==> src/rtl/coh_pkg.sv <==
package coh_pkg;
  typedef struct packed {
    logic v;
    logic s;
    logic d;
    logic p;
  } stat_t;

  localparam int STAT_W = 4;

  // Build a status word with odd parity; flip inverts the parity bit.
  function automatic stat_t mk_stat(input logic v, input logic s,
                                    input logic d, input logic flip);
    stat_t r;
    r.v = v;
    r.s = s;
    r.d = d;
    r.p = ~(v ^ s ^ d) ^ flip;
    return r;
  endfunction

  function automatic logic stat_bad(input stat_t x);
    return ~(x.v ^ x.s ^ x.d ^ x.p);
  endfunction
endpackage

==> src/rtl/coh_stat_ram.sv <==
module coh_stat_ram #(
  parameter int DEPTH = 8,
  parameter int W     = 13,
  localparam int IW   = $clog2(DEPTH)
) (
  input  logic          clk,
  input  logic          we,
  input  logic [IW-1:0] waddr,
  input  logic [W-1:0]  wdata,
  input  logic [IW-1:0] raddr,
  output logic [W-1:0]  rdata
);
  logic [W-1:0] mem [DEPTH];

  // Read-first synchronous port pair, suitable for block RAM.
  always_ff @(posedge clk) begin
    if (we) mem[waddr] <= wdata;
    rdata <= mem[raddr];
  end
endmodule

==> src/rtl/coh_arb.sv <==
module coh_arb #(
  parameter int AW = 12
) (
  input  logic          clk,
  input  logic          rst,
  input  logic          en,
  input  logic          lcl_req,
  input  logic          lcl_wr,
  input  logic          lcl_shr,
  input  logic          lcl_inj,
  input  logic [AW-1:0] lcl_addr,
  input  logic          snp_req,
  input  logic          snp_wr,
  input  logic [AW-1:0] snp_addr,
  output logic          rdy,
  output logic          sel_vld,
  output logic          sel_snp,
  output logic          sel_wr,
  output logic          sel_shr,
  output logic          sel_inj,
  output logic [AW-1:0] sel_addr
);
  logic          hold_v;
  logic          hold_wr;
  logic          hold_shr;
  logic          hold_inj;
  logic [AW-1:0] hold_addr;
  logic          take_lcl;

  assign rdy      = en & ~hold_v;
  assign take_lcl = lcl_req & rdy;

  // Snoop wins; a held local request goes next; a fresh one after that.
  always_comb begin
    sel_vld  = 1'b0;
    sel_snp  = 1'b0;
    sel_wr   = 1'b0;
    sel_shr  = 1'b0;
    sel_inj  = 1'b0;
    sel_addr = snp_addr;
    if (en && snp_req) begin
      sel_vld = 1'b1;
      sel_snp = 1'b1;
      sel_wr  = snp_wr;
    end else if (hold_v) begin
      sel_vld  = 1'b1;
      sel_wr   = hold_wr;
      sel_shr  = hold_shr;
      sel_inj  = hold_inj;
      sel_addr = hold_addr;
    end else if (take_lcl) begin
      sel_vld  = 1'b1;
      sel_wr   = lcl_wr;
      sel_shr  = lcl_shr;
      sel_inj  = lcl_inj;
      sel_addr = lcl_addr;
    end
  end

  always_ff @(posedge clk) begin
    if (rst) begin
      hold_v    <= 1'b0;
      hold_wr   <= 1'b0;
      hold_shr  <= 1'b0;
      hold_inj  <= 1'b0;
      hold_addr <= '0;
    end else if (hold_v) begin
      if (!snp_req) hold_v <= 1'b0;
    end else if (take_lcl && snp_req) begin
      hold_v    <= 1'b1;
      hold_wr   <= lcl_wr;
      hold_shr  <= lcl_shr;
      hold_inj  <= lcl_inj;
      hold_addr <= lcl_addr;
    end
  end
endmodule

==> src/rtl/coh_next.sv <==
module coh_next
  import coh_pkg::*;
#(
  parameter int TW = 9
) (
  input  logic          op_snp,
  input  logic          op_wr,
  input  logic          op_shr,
  input  logic          op_inj,
  input  logic [TW-1:0] op_tag,
  input  logic [TW-1:0] ent_tag,
  input  stat_t         ent_stat,
  output logic          we,
  output stat_t         new_stat,
  output logic          hit,
  output logic          perr,
  output logic          rsp_shr,
  output logic          rsp_sup,
  output logic          wb,
  output logic          fill,
  output logic          wt
);
  logic live;

  always_comb begin
    we       = 1'b0;
    new_stat = ent_stat;
    rsp_shr  = 1'b0;
    rsp_sup  = 1'b0;
    wb       = 1'b0;
    fill     = 1'b0;
    wt       = 1'b0;
    perr     = stat_bad(ent_stat);
    live     = ent_stat.v & ~perr;
    hit      = live && (ent_tag == op_tag);
    if (op_snp) begin
      if (hit) begin
        we = 1'b1;
        if (op_wr) begin
          new_stat = mk_stat(1'b0, 1'b0, 1'b0, 1'b0);
        end else begin
          rsp_shr  = 1'b1;
          rsp_sup  = ent_stat.d;
          new_stat = mk_stat(1'b1, 1'b1, 1'b0, 1'b0);
        end
      end
    end else if (hit) begin
      if (op_wr) begin
        we = 1'b1;
        if (ent_stat.s) begin
          wt       = 1'b1;
          new_stat = mk_stat(1'b1, 1'b0, 1'b0, op_inj);
        end else begin
          new_stat = mk_stat(1'b1, 1'b0, 1'b1, op_inj);
        end
      end
    end else begin
      we   = 1'b1;
      fill = 1'b1;
      wb   = live & ent_stat.d;
      if (!op_wr) begin
        new_stat = mk_stat(1'b1, op_shr, 1'b0, op_inj);
      end else if (op_shr) begin
        wt       = 1'b1;
        new_stat = mk_stat(1'b1, 1'b0, 1'b0, op_inj);
      end else begin
        new_stat = mk_stat(1'b1, 1'b0, 1'b1, op_inj);
      end
    end
  end
endmodule

==> src/rtl/coh_tag_ctrl.sv <==
module coh_tag_ctrl
  import coh_pkg::*;
#(
  parameter int DEPTH = 8,
  parameter int AW    = 12
) (
  input  logic          clk,
  input  logic          rst,
  input  logic          lcl_req_i,
  input  logic          lcl_wr_i,
  input  logic          lcl_shr_i,
  input  logic          lcl_inj_i,
  input  logic [AW-1:0] lcl_addr_i,
  output logic          req_rdy_o,
  input  logic          snp_req_i,
  input  logic          snp_wr_i,
  input  logic [AW-1:0] snp_addr_i,
  output logic          snp_shared_o,
  output logic          snp_supply_o,
  output logic          lcl_done_o,
  output logic          lcl_hit_o,
  output logic          fill_req_o,
  output logic          wb_req_o,
  output logic [AW-1:0] wb_addr_o,
  output logic          wt_inv_o,
  output logic [AW-1:0] req_addr_o,
  output logic          par_err_o
);
  localparam int IW = $clog2(DEPTH);
  localparam int TW = AW - IW;
  localparam int EW = TW + STAT_W;

  // Reset sweep over the status store.
  logic          init_act;
  logic [IW-1:0] init_idx;

  always_ff @(posedge clk) begin
    if (rst) begin
      init_act <= 1'b1;
      init_idx <= '0;
    end else if (init_act) begin
      init_idx <= init_idx + 1'b1;
      if (init_idx == IW'(DEPTH - 1)) init_act <= 1'b0;
    end
  end

  // Selection stage.
  logic          sel_vld, sel_snp, sel_wr, sel_shr, sel_inj;
  logic [AW-1:0] sel_addr;

  coh_arb #(.AW(AW)) i_arb (
    .clk      (clk),
    .rst      (rst),
    .en       (~init_act),
    .lcl_req  (lcl_req_i),
    .lcl_wr   (lcl_wr_i),
    .lcl_shr  (lcl_shr_i),
    .lcl_inj  (lcl_inj_i),
    .lcl_addr (lcl_addr_i),
    .snp_req  (snp_req_i),
    .snp_wr   (snp_wr_i),
    .snp_addr (snp_addr_i),
    .rdy      (req_rdy_o),
    .sel_vld  (sel_vld),
    .sel_snp  (sel_snp),
    .sel_wr   (sel_wr),
    .sel_shr  (sel_shr),
    .sel_inj  (sel_inj),
    .sel_addr (sel_addr)
  );

  // Status store.
  logic          wr_en;
  logic [IW-1:0] wr_idx;
  logic [EW-1:0] wr_data;
  logic [EW-1:0] ram_rdata;

  coh_stat_ram #(.DEPTH(DEPTH), .W(EW)) i_ram (
    .clk   (clk),
    .we    (wr_en),
    .waddr (wr_idx),
    .wdata (wr_data),
    .raddr (sel_addr[IW-1:0]),
    .rdata (ram_rdata)
  );

  // Lookup stage registers.
  logic          s1_v, s1_snp, s1_wr, s1_shr, s1_inj;
  logic [AW-1:0] s1_addr;
  logic [IW-1:0] s1_idx;
  logic [TW-1:0] s1_tag;

  always_ff @(posedge clk) begin
    if (rst) begin
      s1_v    <= 1'b0;
      s1_snp  <= 1'b0;
      s1_wr   <= 1'b0;
      s1_shr  <= 1'b0;
      s1_inj  <= 1'b0;
      s1_addr <= '0;
    end else begin
      s1_v    <= sel_vld;
      s1_snp  <= sel_snp;
      s1_wr   <= sel_wr;
      s1_shr  <= sel_shr;
      s1_inj  <= sel_inj;
      s1_addr <= sel_addr;
    end
  end

  assign s1_idx = s1_addr[IW-1:0];
  assign s1_tag = s1_addr[AW-1:IW];

  // Forward the entry written on the previous edge (read-first RAM).
  logic          lw_v;
  logic [IW-1:0] lw_idx;
  logic [EW-1:0] lw_data;
  logic [EW-1:0] ent;
  logic [TW-1:0] ent_tag;
  stat_t         ent_stat;

  always_ff @(posedge clk) begin
    if (rst) begin
      lw_v    <= 1'b0;
      lw_idx  <= '0;
      lw_data <= '0;
    end else begin
      lw_v    <= wr_en;
      lw_idx  <= wr_idx;
      lw_data <= wr_data;
    end
  end

  assign ent      = (lw_v && (lw_idx == s1_idx)) ? lw_data : ram_rdata;
  assign ent_tag  = ent[EW-1:STAT_W];
  assign ent_stat = stat_t'(ent[STAT_W-1:0]);

  // Decision logic.
  logic  nx_we, nx_hit, nx_perr, nx_shr, nx_sup, nx_wb, nx_fill, nx_wt;
  stat_t nx_stat;

  coh_next #(.TW(TW)) i_next (
    .op_snp   (s1_snp),
    .op_wr    (s1_wr),
    .op_shr   (s1_shr),
    .op_inj   (s1_inj),
    .op_tag   (s1_tag),
    .ent_tag  (ent_tag),
    .ent_stat (ent_stat),
    .we       (nx_we),
    .new_stat (nx_stat),
    .hit      (nx_hit),
    .perr     (nx_perr),
    .rsp_shr  (nx_shr),
    .rsp_sup  (nx_sup),
    .wb       (nx_wb),
    .fill     (nx_fill),
    .wt       (nx_wt)
  );

  assign wr_en   = init_act | (s1_v & nx_we);
  assign wr_idx  = init_act ? init_idx : s1_idx;
  assign wr_data = init_act ? {TW'(0), mk_stat(1'b0, 1'b0, 1'b0, 1'b0)}
                            : {s1_tag, nx_stat};

  // Registered results.
  logic lcl_op;
  assign lcl_op = s1_v & ~s1_snp;

  always_ff @(posedge clk) begin
    if (rst) begin
      snp_shared_o <= 1'b0;
      snp_supply_o <= 1'b0;
      lcl_done_o   <= 1'b0;
      lcl_hit_o    <= 1'b0;
      fill_req_o   <= 1'b0;
      wb_req_o     <= 1'b0;
      wb_addr_o    <= '0;
      wt_inv_o     <= 1'b0;
      req_addr_o   <= '0;
      par_err_o    <= 1'b0;
    end else begin
      snp_shared_o <= s1_v & s1_snp & nx_shr;
      snp_supply_o <= s1_v & s1_snp & nx_sup;
      lcl_done_o   <= lcl_op;
      lcl_hit_o    <= lcl_op & nx_hit;
      fill_req_o   <= lcl_op & nx_fill;
      wb_req_o     <= lcl_op & nx_wb;
      wb_addr_o    <= {ent_tag, s1_idx};
      wt_inv_o     <= lcl_op & nx_wt;
      req_addr_o   <= s1_addr;
      par_err_o    <= s1_v & nx_perr;
    end
  end
endmodule

==> config.mk <==
export PLATFORM = sky130hd
export DESIGN_NAME = coh_tag_ctrl
export DESIGN_NICKNAME = d
export VERILOG_FILES = /design/src/rtl/coh_pkg.sv /design/src/rtl/coh_stat_ram.sv /design/src/rtl/coh_arb.sv /design/src/rtl/coh_next.sv /design/src/rtl/coh_tag_ctrl.sv
export SDC_FILE = /design/constraint.sdc
export NUM_CORES = 1
export LEC_CHECK = 0
export BUFFER_PORTS_ARGS = -buffer_cell sky130_fd_sc_hd__buf_4
export CAP_MARGIN = 15
export CORE_ASPECT_RATIO = 0.75
export CORE_MARGIN = 5
export CORE_UTILIZATION = 55
export DETAILED_ROUTE_END_ITERATION = 10
export PLACE_DENSITY = 0.86
export SETUP_SLACK_MARGIN = 0.05
export SYNTH_ARGS = -nofsm -noshare
export SYNTH_HDL_FRONTEND = slang
export SYNTH_HIERARCHICAL = 1
export SYNTH_SLANG_ARGS = --single-unit
==> constraint.sdc <==
create_clock -name clk -period 4.86 [get_ports clk]
set_clock_uncertainty 0.05 [all_clocks]
set_input_delay 0.729 -clock clk [delete_from_list [all_inputs] [get_ports clk]]
set_output_delay 0.729 -clock clk [all_outputs]
set_load 0.05 [all_outputs]
==> impl_results.md <==
* Leakage power total at 3.54 nW
* Routed wirelength normalized by instance count at 19.4 µm
* Layout overhead on the synthesized area at 15.0%
* Worst Reg-to-Reg Cells at 12
* Max Freq at 231 MHz
* Post-cts resize count at 0
* Final Critical Period at 4.32 ns
* Inserted Diodes at 0
* Overall power at 3.50 mW
* Drt first-iter violations at around 320
* Global-route wire length before repair at 25.3 mm
* Synthesized area per cell at approximately 14 µm²
* DR pass1 iterations at 5
* Synthesized-area fraction occupied by and/or/nand/nor cells at 0.119
* Critical path capture point type: register
* Max-Slew Margin vs Limit at 0.493
* Cell internal pwr at around 2.7 mW
* Post-Synthesis Cells at 555
* Mux share of post-synthesis cell area at 0.149
* Core area at roughly 0.014 mm²
* Gr ovfl total at 0
* Result of the run: completed
* Floorplan die width at 148 µm
* Distinct cell type count of the synthesized netlist at 45
* Number of nets in the synthesized netlist at ~590
* Fillcell total at between 900 and 1000
* DIE AREA at 0.0169 mm²
* Maximum single-stage delay on the critical path at 0.65 ns
* Area fraction in compound gates after synthesis at 0.0394
* Number of global-route vias before repair at roughly 4700
* CTS Hold Bufs at 0
* DRC errors left at 0
* Overall via count from detail_route at approximately 4600
* Clk pin slew, worst setup/hold paths at 0.07 ns
* Power density over cell area at around 380 mW/mm²
* Nets@finish at approximately 660
* Largest net degree at the start of global routing at 78
* Critical-path cell list: xnor2_1, nand4_2, mux2_4, xnor2_1, xnor2_1, nor4_4, mux2i_1, nand2_1, nand2_1, nand2_1, nor3_1, buf_4
* Num Clock Sinks at 200
* Fraction of synthesis flops using an asynchronous set or reset pin at 0
* Critical-path maximum fanout at 13
* Post-placement cell area at 0.00854 mm²
* Synth top area cells: sky130_fd_sc_hd__edfxtp_1 (40%), sky130_fd_sc_hd__dfxtp_1 (24%), sky130_fd_sc_hd__mux4_1 (8.0%)
* Count of flip-flops with a built-in enable after synthesis at 104
* Vias per std cell at 5.64
* Worst-skew pair later-pin latency at 0.44 ns
* Effective utilization at floorplan at 0.554
* GRT Resource Usage Total at 0.198
* I/O pin total at 65
* Layout cells sized above 1 at 0.233
* Final worst setup slack at 0.535 ns
* Number of buffers created by CTS at 17
* Startpoint types: register
* Number of core rows at 38
* Final routed wirelength across all metal layers at 15.8 mm
* Setup TNS Final at 0 ns
* RePlAce Congestion at 0.794
* Type of the worst setup path: reg2reg
* Worst voltage drop across the vdd grid at 0.000274 V
* Net switching fraction of the power at 0.232
* Clock tree from TritonCTS: built
* PortBufs at 64
* Critical path's slowest cell: sky130_fd_sc_hd__nor4_4
* Register share of total power at 0.535
* Die span in y at 114 µm
* Synth top area share at 0.395
* Slew at the pin closest to its max-slew limit at 0.756 ns
* Synthesis-stage register bit count at 200
* Adder and majority gate portion of the synthesized area at 0.00317
* Data arrival, critical path at 4.40 ns
* Main combinational cell family by area after synthesis: multiplexers
* # setup viols final at 0
* Detail Placement HPWL at 10.6 mm
* Post-place setup slack at 0.592 ns
* Area of the multi-input gates at between 0.002 and 0.003 mm²
* Hold Vio Cnt, Final at 0
* Clk buf depth at 2
* Required time of the worst setup path at 4.94 ns
* Xor and xnor area share after synthesis at 0.0211
* MaxCap Viol Count at 0
* Number of antenna violations at the first check in global routing at 0
* Synth warn at 6
* Ratio of final minimum period to clock period at 0.890
* Clock power frac at 0.375
* Combined area of all synthesized cells at between 0.007 and 0.008 mm²
* Number of nets with antenna violations after detailed routing at 0
* Reg area at 0.00504 mm²
* Post-route cell area at 0.00909 mm²
* Primary flip-flop cell chosen by synthesis mapping: sky130_fd_sc_hd__edfxtp_1
* Number of buffers inserted to repair setup after CTS at 0
* CTS HTree Levels at 4
* Final Slew Violations at 0
* Class of the worst hold path: reg2reg
* Setup repair after global routing missed its margin: false
* Cell at the root of the clock tree: sky130_fd_sc_hd__clkbuf_16
* Cell taking the most area after synthesis: sky130_fd_sc_hd__edfxtp_1
* Share of total power in combinational logic at 0.090
* Net switching power at 0.812 mW
* Share of the yosys chip area belonging to registers at 0.638
* Min-Delay Path Depth at 2
-- sequential cells by signal, summed over array words and instances, names as in the netlist, 3 cells and up --
name / flops
req_addr_o: 9
wb_addr_o: 12
i_ram/rdata: 13
lw_idx: 3
lw_data: 13
i_ram/mem: 104
s1_addr: 12
i_arb/hold_addr: 12
init_idx: 3
-- through the flow --
stage               std cells  utilization  hold WS [ns]
finish                    814        0.638         0.408
global placement          782        0.599         0.392
detailed placement        782        0.599         0.402
CTS                       814        0.638         0.411
global route              814        0.638         0.431
floorplan                 555            -         0.386
-- critical path: cells and delay by family, from the launching register on --
kind | cells | cell delay (ns)
simple gates | 6 | 1.76
mux | 2 | 0.91
xor+xnor | 3 | 0.70
flops | 1 | 0.33
buf+inv | 1 | 0.26
-- cell usage after synthesis, types with 12 or more instances --
cell and count:
sky130_fd_sc_hd__a21oi_1 29, sky130_fd_sc_hd__and2_1 16, sky130_fd_sc_hd__dfxtp_1 96, sky130_fd_sc_hd__edfxtp_1 104, sky130_fd_sc_hd__inv_1 16, sky130_fd_sc_hd__mux2_2 19
sky130_fd_sc_hd__mux2i_1 14, sky130_fd_sc_hd__mux4_1 24, sky130_fd_sc_hd__nand2_1 40, sky130_fd_sc_hd__nand2b_1 23, sky130_fd_sc_hd__nor2_1 18, sky130_fd_sc_hd__nor2b_1 51
sky130_fd_sc_hd__o22ai_1 12, sky130_fd_sc_hd__xnor2_1 19
-- power groups by stage --
stage	registers, mW	clock network [mW]	logic [mW]
detailed placement	1.91	0	0.315
global placement	1.90	0	0.303
floorplan	1.93	0	0.194
global route	1.87	1.41	0.338
CTS	1.87	1.34	0.319
finish	1.87	1.31	0.316
-- routing by layer --
layer	wire length, µm	vias to the layer above	share of wire	GRT usage
li1	-	2135	-	-
met1	6700	2297	0.42	0.254
met2	8040	135	0.51	0.326
met3	783	24	0.050	0.0512
met4	260	0	0.016	0.0738
met5	0	-	0	0
-- worst paths after layout --
kind | start | to | slack [ns]
worst max-delay path | s1_addr[0]$_SDFF_PP0_ | i_ram/mem[4][10]$_DFFE_PP_ | 0.54
worst min-delay path | i_arb/hold_addr[2]$_SDFFE_PP0P_ | i_arb/hold_addr[2]$_SDFFE_PP0P_ | 0.41
worst max register to register | s1_addr[0]$_SDFF_PP0_ | i_ram/mem[4][10]$_DFFE_PP_ | 0.54
worst min register to register | i_arb/hold_addr[2]$_SDFFE_PP0P_ | i_arb/hold_addr[2]$_SDFFE_PP0P_ | 0.41
-- cell usage in the layout, fill, tap and decap left out, types with 2 or more instances in the layout --
master                      synthesis  layout
sky130_fd_sc_hd__mux4_1            24      24
sky130_fd_sc_hd__mux2_2            19      19
sky130_fd_sc_hd__a21bo_2            2       2
sky130_fd_sc_hd__and3_1             2       2
sky130_fd_sc_hd__clkinv_2           0       3
sky130_fd_sc_hd__dfxtp_1           96      96
sky130_fd_sc_hd__nand2b_1          23      23
sky130_fd_sc_hd__mux2i_1           14      14
sky130_fd_sc_hd__nand3b_1           2       2
sky130_fd_sc_hd__ha_1               2       2
sky130_fd_sc_hd__nor2b_1           51      51
sky130_fd_sc_hd__clkinv_4           0       3
sky130_fd_sc_hd__o22ai_1           12      12
sky130_fd_sc_hd__clkinv_1           0       2
sky130_fd_sc_hd__a21oi_1           29      27
sky130_fd_sc_hd__a32o_1             2       2
sky130_fd_sc_hd__nand2_1           40      40
sky130_fd_sc_hd__clkbuf_16          0      18
sky130_fd_sc_hd__mux4_2             2       2
sky130_fd_sc_hd__edfxtp_1         104     104
sky130_fd_sc_hd__buf_4              7      77
sky130_fd_sc_hd__a21oi_2            0       2
sky130_fd_sc_hd__mux2_4            10      10
sky130_fd_sc_hd__nand4_1            2       2
sky130_fd_sc_hd__xnor2_1           19      19
sky130_fd_sc_hd__nor3_1             2       2
sky130_fd_sc_hd__inv_1             16      16
sky130_fd_sc_hd__nor2_1            18      18
sky130_fd_sc_hd__and2_1            16      16
sky130_fd_sc_hd__inv_6              0       4
sky130_fd_sc_hd__nor3b_1            2       2
-- logic make-up after synthesis --
group / Yosys count
compound gates: 52
xor+xnor: 19
fa+ha+maj: 2
buf+inv: 46
flops: 200
mux: 69
simple gates: 167
-- final cells by class --
cell class	count	share of cell area
clock buffers	19	0.0510
clock inverters	13	0.0100
inverters	16	0.00660
multi-input cells	309	0.289
flip-flops and latches	200	0.555
well taps	180	0.0248
repair buffers	77	0.0636
Note: power is estimated with default switching activity, not from simulation.
